$ cat config.mk
export PLATFORM = sky130hd
export DESIGN_NAME = ipi_ctrl
export DESIGN_NICKNAME = d
export VERILOG_FILES = /design/src/rtl/ipi_pkg.sv /design/src/rtl/ipi_decode.sv /design/src/rtl/ipi_slot.sv /design/src/rtl/ipi_rdmux.sv /design/src/rtl/ipi_ctrl.sv
export SDC_FILE = /design/constraint.sdc
export NUM_CORES = 1
export LEC_CHECK = 0
export BUFFER_PORTS_ARGS = -buffer_cell sky130_fd_sc_hd__buf_2
export CELL_PAD_IN_SITES_DETAIL_PLACEMENT = 0
export CELL_PAD_IN_SITES_GLOBAL_PLACEMENT = 1
export CORE_ASPECT_RATIO = 1.4
export CORE_MARGIN = 4
export CORE_UTILIZATION = 42
export DETAILED_ROUTE_END_ITERATION = 8
export HOLD_SLACK_MARGIN = 0.06
export PLACE_DENSITY = 0.85
export SYNTH_ARGS = -nofsm -noshare
export SYNTH_HDL_FRONTEND = slang
export SYNTH_HIERARCHICAL = 1
export SYNTH_SLANG_ARGS = --single-unit
$ cat constraint.sdc
create_clock -name clk -period 1.6 [get_ports clk]
set_input_delay 0.24 -clock clk [delete_from_list [all_inputs] [get_ports clk]]
set_output_delay 0.24 -clock clk [all_outputs]
set_load 0.02 [all_outputs]
$ cat src/rtl/ipi_pkg.sv
package ipi_pkg;
  localparam int WORD_W   = 32;
  localparam int CLR_BIT  = 31;
  localparam int RAISE_BIT = 30;
  localparam int PEND_BIT = 30;
  localparam int ID_LSB   = 16;
  localparam int ID_W     = 14;
  localparam int MSG_W    = 16;

  function automatic logic [ID_W-1:0] cmd_dest(input logic [WORD_W-1:0] w);
    return w[ID_LSB +: ID_W];
  endfunction

  function automatic logic [WORD_W-1:0] mbox_word(input logic [ID_W-1:0] src,
                                                   input logic [MSG_W-1:0] msg);
    return {1'b0, 1'b1, src, msg};
  endfunction
endpackage

$ cat src/rtl/ipi_decode.sv
module ipi_decode
  import ipi_pkg::*;
#(
  parameter int NUM_CORES = 4,
  parameter int ADDR_W    = 6
) (
  input  logic [ADDR_W-1:0]    addr,
  input  logic                 we,
  input  logic [WORD_W-1:0]    wdata,
  output logic [NUM_CORES-1:0] cmd_wr,
  output logic [NUM_CORES-1:0] raise_hit,
  output logic [NUM_CORES-1:0] clr_hit,
  output logic [ID_W-1:0]      src_id,
  output logic                 slot_ok,
  output logic                 sel_mbox
);
  localparam int IDX_W = ADDR_W - 3;

  logic [IDX_W-1:0] slot_idx;
  logic [ID_W-1:0]  dest;
  logic             dest_ok;
  logic             any_cmd;

  assign slot_idx = addr[ADDR_W-1:3];
  assign sel_mbox = addr[2];
  assign slot_ok  = 32'(slot_idx) < 32'(NUM_CORES);
  assign src_id   = ID_W'(slot_idx);
  assign dest     = cmd_dest(wdata);
  assign dest_ok  = 32'(dest) < 32'(NUM_CORES);
  assign any_cmd  = we && slot_ok && !sel_mbox;

  for (genvar i = 0; i < NUM_CORES; i++) begin : g_hit
    assign cmd_wr[i]    = any_cmd && (32'(slot_idx) == i);
    assign raise_hit[i] = any_cmd && wdata[RAISE_BIT] && dest_ok && (32'(dest) == i);
    assign clr_hit[i]   = cmd_wr[i] && wdata[CLR_BIT];
  end
endmodule

$ cat src/rtl/ipi_slot.sv
module ipi_slot
  import ipi_pkg::*;
(
  input  logic              clk,
  input  logic              rst_n,
  input  logic              cmd_we,
  input  logic              raise_hit,
  input  logic              clr_hit,
  input  logic [WORD_W-1:0] wdata,
  input  logic [ID_W-1:0]   src_id,
  output logic [WORD_W-1:0] cmd_q,
  output logic [WORD_W-1:0] mbox_q,
  output logic              irq_q
);
  logic [WORD_W-1:0] mbox_nxt;

  always_comb begin
    mbox_nxt = mbox_q;
    if (raise_hit) mbox_nxt = mbox_word(src_id, wdata[MSG_W-1:0]);
    if (clr_hit)   mbox_nxt[PEND_BIT] = 1'b0;
  end

  always_ff @(posedge clk) begin
    if (!rst_n) begin
      cmd_q  <= '0;
      mbox_q <= '0;
      irq_q  <= 1'b0;
    end else begin
      if (cmd_we) cmd_q <= wdata;
      mbox_q <= mbox_nxt;
      irq_q  <= mbox_nxt[PEND_BIT];
    end
  end


  cmd_store_chk: assert property (@(posedge clk) disable iff (!rst_n)
    cmd_we |=> cmd_q == $past(wdata));

  raise_load_chk: assert property (@(posedge clk) disable iff (!rst_n)
    raise_hit && !clr_hit |=> irq_q && mbox_q[PEND_BIT] &&
      mbox_q[MSG_W-1:0] == $past(wdata[MSG_W-1:0]) &&
      mbox_q[ID_LSB +: ID_W] == $past(src_id));

  clr_drop_chk: assert property (@(posedge clk) disable iff (!rst_n)
    clr_hit |=> !irq_q && !mbox_q[PEND_BIT]);

  clr_keep_chk: assert property (@(posedge clk) disable iff (!rst_n)
    clr_hit && !raise_hit |=> mbox_q[29:0] == $past(mbox_q[29:0]));

  idle_hold_chk: assert property (@(posedge clk) disable iff (!rst_n)
    !raise_hit && !clr_hit |=> $stable(mbox_q) && $stable(irq_q));

  irq_level_chk: assert property (@(posedge clk) disable iff (!rst_n)
    irq_q == mbox_q[PEND_BIT]);
endmodule

$ cat src/rtl/ipi_rdmux.sv
module ipi_rdmux
  import ipi_pkg::*;
#(
  parameter int NUM_CORES = 4,
  parameter int ADDR_W    = 6
) (
  input  logic [ADDR_W-1:0]                 addr,
  input  logic [NUM_CORES-1:0][WORD_W-1:0]  cmd_regs,
  input  logic [NUM_CORES-1:0][WORD_W-1:0]  mbox_regs,
  output logic [WORD_W-1:0]                 rdata
);
  localparam int IDX_W = ADDR_W - 3;
  logic [IDX_W-1:0] slot_idx;
  assign slot_idx = addr[ADDR_W-1:3];

  always_comb begin
    rdata = '0;
    for (int i = 0; i < NUM_CORES; i++)
      if (32'(slot_idx) == i) rdata = addr[2] ? mbox_regs[i] : cmd_regs[i];
  end
endmodule

$ cat src/rtl/ipi_ctrl.sv
module ipi_ctrl
  import ipi_pkg::*;
#(
  parameter int NUM_CORES = 4,
  parameter int ADDR_W    = 6
) (
  input  logic                 clk,
  input  logic                 rst_n,
  input  logic [ADDR_W-1:0]    bus_addr,
  input  logic                 bus_we,
  input  logic [31:0]          bus_wdata,
  output logic [31:0]          bus_rdata,
  output logic [NUM_CORES-1:0] core_irq
);
  logic [NUM_CORES-1:0]             cmd_wr, raise_hit, clr_hit;
  logic [ID_W-1:0]                  src_id;
  logic                             slot_ok, sel_mbox;
  logic [NUM_CORES-1:0][WORD_W-1:0] cmd_regs, mbox_regs;
  logic                             mbox_write;

  assign mbox_write = bus_we && sel_mbox;

  ipi_decode #(.NUM_CORES(NUM_CORES), .ADDR_W(ADDR_W)) u_dec (
    .addr(bus_addr), .we(bus_we), .wdata(bus_wdata),
    .cmd_wr(cmd_wr), .raise_hit(raise_hit), .clr_hit(clr_hit),
    .src_id(src_id), .slot_ok(slot_ok), .sel_mbox(sel_mbox));

  for (genvar i = 0; i < NUM_CORES; i++) begin : g_core
    ipi_slot u_slot (
      .clk(clk), .rst_n(rst_n), .cmd_we(cmd_wr[i]),
      .raise_hit(raise_hit[i]), .clr_hit(clr_hit[i]),
      .wdata(bus_wdata), .src_id(src_id),
      .cmd_q(cmd_regs[i]), .mbox_q(mbox_regs[i]), .irq_q(core_irq[i]));
  end

  ipi_rdmux #(.NUM_CORES(NUM_CORES), .ADDR_W(ADDR_W)) u_rd (
    .addr(bus_addr), .cmd_regs(cmd_regs), .mbox_regs(mbox_regs),
    .rdata(bus_rdata));


  mbox_wr_ignored_chk: assert property (@(posedge clk) disable iff (!rst_n)
    mbox_write |=> $stable(core_irq) && $stable(mbox_regs) && $stable(cmd_regs));

  unmapped_wr_chk: assert property (@(posedge clk) disable iff (!rst_n)
    bus_we && !slot_ok |=> $stable(core_irq) && $stable(mbox_regs) && $stable(cmd_regs));
endmodule

==> impl_metrics.toml, run 1 <==
[floorplanning]
num_rows = 75
core_mm2 = 0.02994
fp.dieArea_mm2 = 0.03309
boundaryPins = 77
fp.dieW_um = 154.9
dieHeight_um = 213.7
start_util = 0.4239

[sta]
grt_setup_unrepaired = "true"
fin_crit_ps = 1834
hold_viol = 0
fmaxAchievable_mhz = 545.2
finalSetupViolations = 32
skew_ps = 0
fin_crit_sh = 1.146
fin_ws_ps = -234.2
drv_slew = 0

[detailed_routing]
via_count = 8867
via_per_inst = 5.237
highest_layer = "met5"
met2_length_um = 16480
drc_errors = 0
wl_um = 32810
post_drt_wl_per_cell_um = 19.38
ant_nets = 0
drtIter0Drc = 499
met1_length_um = 14130
met3_length_um = 1236
dr.pass1.iters = 5

[clocking]
holdBufCountCts = 0
cts_tree = "done"
cts_buffer_depth = 3
cts_buffers = 26
h-tree-depth = 1
clk_latency_ps = 540
clkTransAtPathRegs_ps = 60
clock_sinks = 252
root_buffer = "clkbuf_16"

[layout]
drive_above_1_share = 0.3884
fill_cells = 2579
final_cell_mix = "mux2i_1, nor2b_1, dfxtp_1"
diodes = 0
final_util = 0.5260
fin_nets = 1330
multi_input_area_mm2 = 0.007525
regArea_mm2 = 0.005100
final_common_cell = "mux2i_1"
syn_to_final_growth_pct = 24.10

[yosys]
netlist_area_mm2 = 0.01269
postSynthAreaPerCell_um2 = 10.64
synthCells = 1192
ys_warn_count = 6

[min_path]
hold_class = "in -> reg"

[global_route]
antenna_found_initial = 1
track_usage = 0.1964
overflow = 0
grt_start_max_net_pins = 95
grt_pass1_wl_um = 52430
grt_pass1_vias = 9234

[placement]
dp_slack_ps = -619.6
place_congestion = 0.7919
hpwl_um = 20780
port_buffers = 74

[power]
p_leak_uw = 0.005375
ir_worst_vdd_uv = 752.8
total_power_uw = 13670
powerDensity_mw_per_mm2 = 868.3

[critical_path]
crit_arrival_ps = 1590
crit_type = "reg -> out"
critical_path.max_fanout = 2
endpoint_kind = "primary output"
required_ps = 1360
rrSetupSlack_ps = 830
start_kind = "flop"

[status]
status = "complete, but fails checks"
violations = "setup timing"

[run]
cap_violations = 0
==> through the flow <==
stage	TNS, ps	std cells	hold WS [ps]	cell area, µm²
after CTS	-6296	1691	62.51	15470
final	-5600	1693	75.79	15750
after global routing	-7541	1693	67.31	15750
after floorplan	-822.4	1202	368.2	12730
after detailed placement	-97990	1639	499.9	13720
after global placement	-85360	1639	487.9	13720
==> state kept, by name (all words and copies together), names as in the netlist <==
register,flops
g_core.u_slot/cmd_q,128
g_core.u_slot/irq_q,4
g_core.u_slot/mbox_q,120
==> routing by layer <==
layer / track usage / vias up
met2: 0.3456 / 177
met1: 0.2480 / 4335
li1: - / 4287
met5: 0 / -
met3: 0.02685 / 66
met4: 0.06612 / 2
==> critical path, cell delays in order, from the launching register on <==
cell,delay (ps)
dfxtp_2,320
mux4_2,470
nand2_2,80
a21oi_2,70
buf_6,130
==> repair_timing <==
| action | CTS | global route |
|---|---|---|
| resized for setup | 237 | 73 |
| cloned | 2 | 1 |
| setup buffers | 6 | 1 |
| pin swaps | 77 | 29 |
| setup endpoints to repair | 63 | 103 |
==> final timing paths <==
kind | cells after the start | end | startpoint
hold / removal | 3 | g_core[3].u_slot/cmd_q[27] | bus_wdata[27]
hold reg to reg | 2 | g_core[3].u_slot/cmd_q[27] | g_core[3].u_slot/cmd_q[27]
setup / recovery | 4 | bus_rdata[30] | g_core[2].u_slot/irq_q
setup reg to reg | 3 | g_core[1].u_slot/irq_q | g_core[1].u_slot/irq_q
==> where the power goes <==
part | internal [µW] | switching [µW]
registers | 6320 | 20.4
clock network | 3600 | 2490
logic | 551 | 690
total | 10500 | 3200
==> area by class of cell <==
class	instances	share of cell area
Clock buffer	39	0.05085
Clock inverter	8	0.004291
Inverter	3	0.0007151
Multi-Input combinational cell	832	0.4779
Sequential cell	252	0.3239
Tap cell	385	0.03059
Timing Repair Buffer	174	0.1118
Power figures use the tool's default switching activity.
==> run 2: changes to the inputs <==
Clock period 1.6 ns to 1.5 ns, I/O delays scaled along.
==> impl_metrics.toml, run 2 (same netlist as run 1, synthesis figures left out) <==
[floorplanning]
core_mm2 = 0.02994
start_util = 0.4239
boundaryPins = 77
fp.dieW_um = 154.9
num_rows = 75
dieHeight_um = 213.7
fp.dieArea_mm2 = 0.03309

[detailed_routing]
drc_errors = 0
post_drt_wl_per_cell_um = 19.05
dr.pass1.iters = 4
wl_um = 32410
via_per_inst = 5.167
drtIter0Drc = 377
via_count = 8789
ant_nets = 0

[sta]
fin_crit_sh = 1.230
drv_slew = 0
hold_viol = 0
setup_tns_ps = -8302
fin_crit_ps = 1845
fin_ws_ps = -344.8
grt_setup_unrepaired = "true"
finalSetupViolations = 32
hold_ws_ps = 78.66
fmaxAchievable_mhz = 542.1
skew_ps = 0

[run]
cap_violations = 0

[power]
powerDensity_mw_per_mm2 = 929.6
p_leak_uw = 0.005433
ir_worst_vdd_uv = 988.4

[critical_path]
rr_startpoint = "g_core[3].u_slot/cmd_q[27]"
cp-startpoint = "g_core[3].u_slot/mbox_q[16]"
required_ps = 1270
crit_type = "reg -> out"
endpoint_kind = "primary output"
start_kind = "flop"
critical_path.max_fanout = 2
crit_arrival_ps = 1620

[layout]
fin_nets = 1339
final_common_cell = "mux2i_1"
top_regs = "g_core.u_slot/cmd_q: 128 flops, g_core.u_slot/mbox_q: 120 flops, g_core.u_slot/irq_q: 4 flops"
syn_to_final_growth_pct = 25.50
final_cells = 1701
diodes = 0
final_util = 0.5320
largest_register = "g_core.u_slot/cmd_q"
drive_above_1_share = 0.3868
fill_cells = 2529
largest_reg_flops = 128
final_cell_mix = "mux2i_1, nor2b_1, dfxtp_1"

[global_route]
track_usage = 0.1897
grt_pass1_vias = 9171
grt_pass1_wl_um = 50730
overflow = 0
antenna_found_initial = 0
grt_start_max_net_pins = 67

[clocking]
clkTransAtPathRegs_ps = 60
clock_sinks = 252
root_buffer = "clkbuf_16"
clk_latency_ps = 530
cts_tree = "done"
h-tree-depth = 1
cts_buffer_depth = 3
cts_buffers = 26

[placement]
place_congestion = 0.7750
dp.cells = 1639
port_buffers = 74
hpwl_um = 20830

[min_path]
min_from = "bus_wdata[23]"
hold_class = "in -> reg"

[status]
violations = "setup timing"
status = "complete, but fails checks"
## run 2: cell types whose count changed in the layout (fill, tap and decap cells not counted), moves of 3 or more
cell | previous run | this run
dfxtp_1 | 208 | 219
dfxtp_2 | 44 | 33
mux2_2 | 54 | 60
mux2_4 | 52 | 46
buf_12 | 27 | 30
clkbuf_8 | 8 | 5
nor2_2 | 0 | 3
o21ai_1 | 8 | 5
o21ai_4 | 0 | 3
## run 2: final cells by class
cell class	instances	area, µm²	share of cell area
flip-flops and latches	252	5086	0.3194
well taps	385	481.7	0.03025
inverters	3	11.26	0.0007072
clock inverters	9	122.6	0.007700
clock buffers	37	763.2	0.04793
multi-input cells	832	7548	0.4740
repair buffers	183	1911	0.1200
## run 2: critical path, cell delays in order, from the launching register on
cell,delay [ps]
dfxtp_2,320
mux2_4,270
a22oi_2,190
a22oi_2,140
buf_6,160
## run 2: worst paths after layout
check	end	slack [ps]	cells after the start
worst max-delay path	bus_rdata[16]	-340	4
worst min-delay path	g_core[0].u_slot/cmd_q[23]	80	4
worst max register to register	g_core[3].u_slot/cmd_q[27]	760	3
worst min register to register	g_core[1].u_slot/cmd_q[28]	510	2
## run 2: repair_timing
action | CTS | global route
hold buffers | 1 | 0
gates cloned | 1 | 4
setup buffers | 6 | 4
setup endpoints to repair | 33 | 127
resized for setup | 196 | 83
pin swaps | 69 | 31
hold endpoints to repair | 1 | 0
## run 2: where the power goes
group	switching [µW]	internal, µW
combinational	740	601
clock	2670	4040
sequential	21.6	6740
total	3430	11400
## run 2: metal layers
metal  up-vias  part of all wire  GRT usage
li1       4289                 -          -
met1      4307              0.43     0.2346
met2       151              0.51     0.3478
met3        42             0.032    0.02160
met4         0             0.023    0.05393
met5         -                 0          0
## run 2: metrics by stage
stage,total power (µW),instance area [µm²],setup WS [ps]
floorplan,7580,12900,-114.3
global placement,8048,13900,-472.3
detailed placement,8058,13900,-537.5
CTS,14890,15540,-359.7
global route,15270,15920,-379.8
finish,14800,15920,-344.8
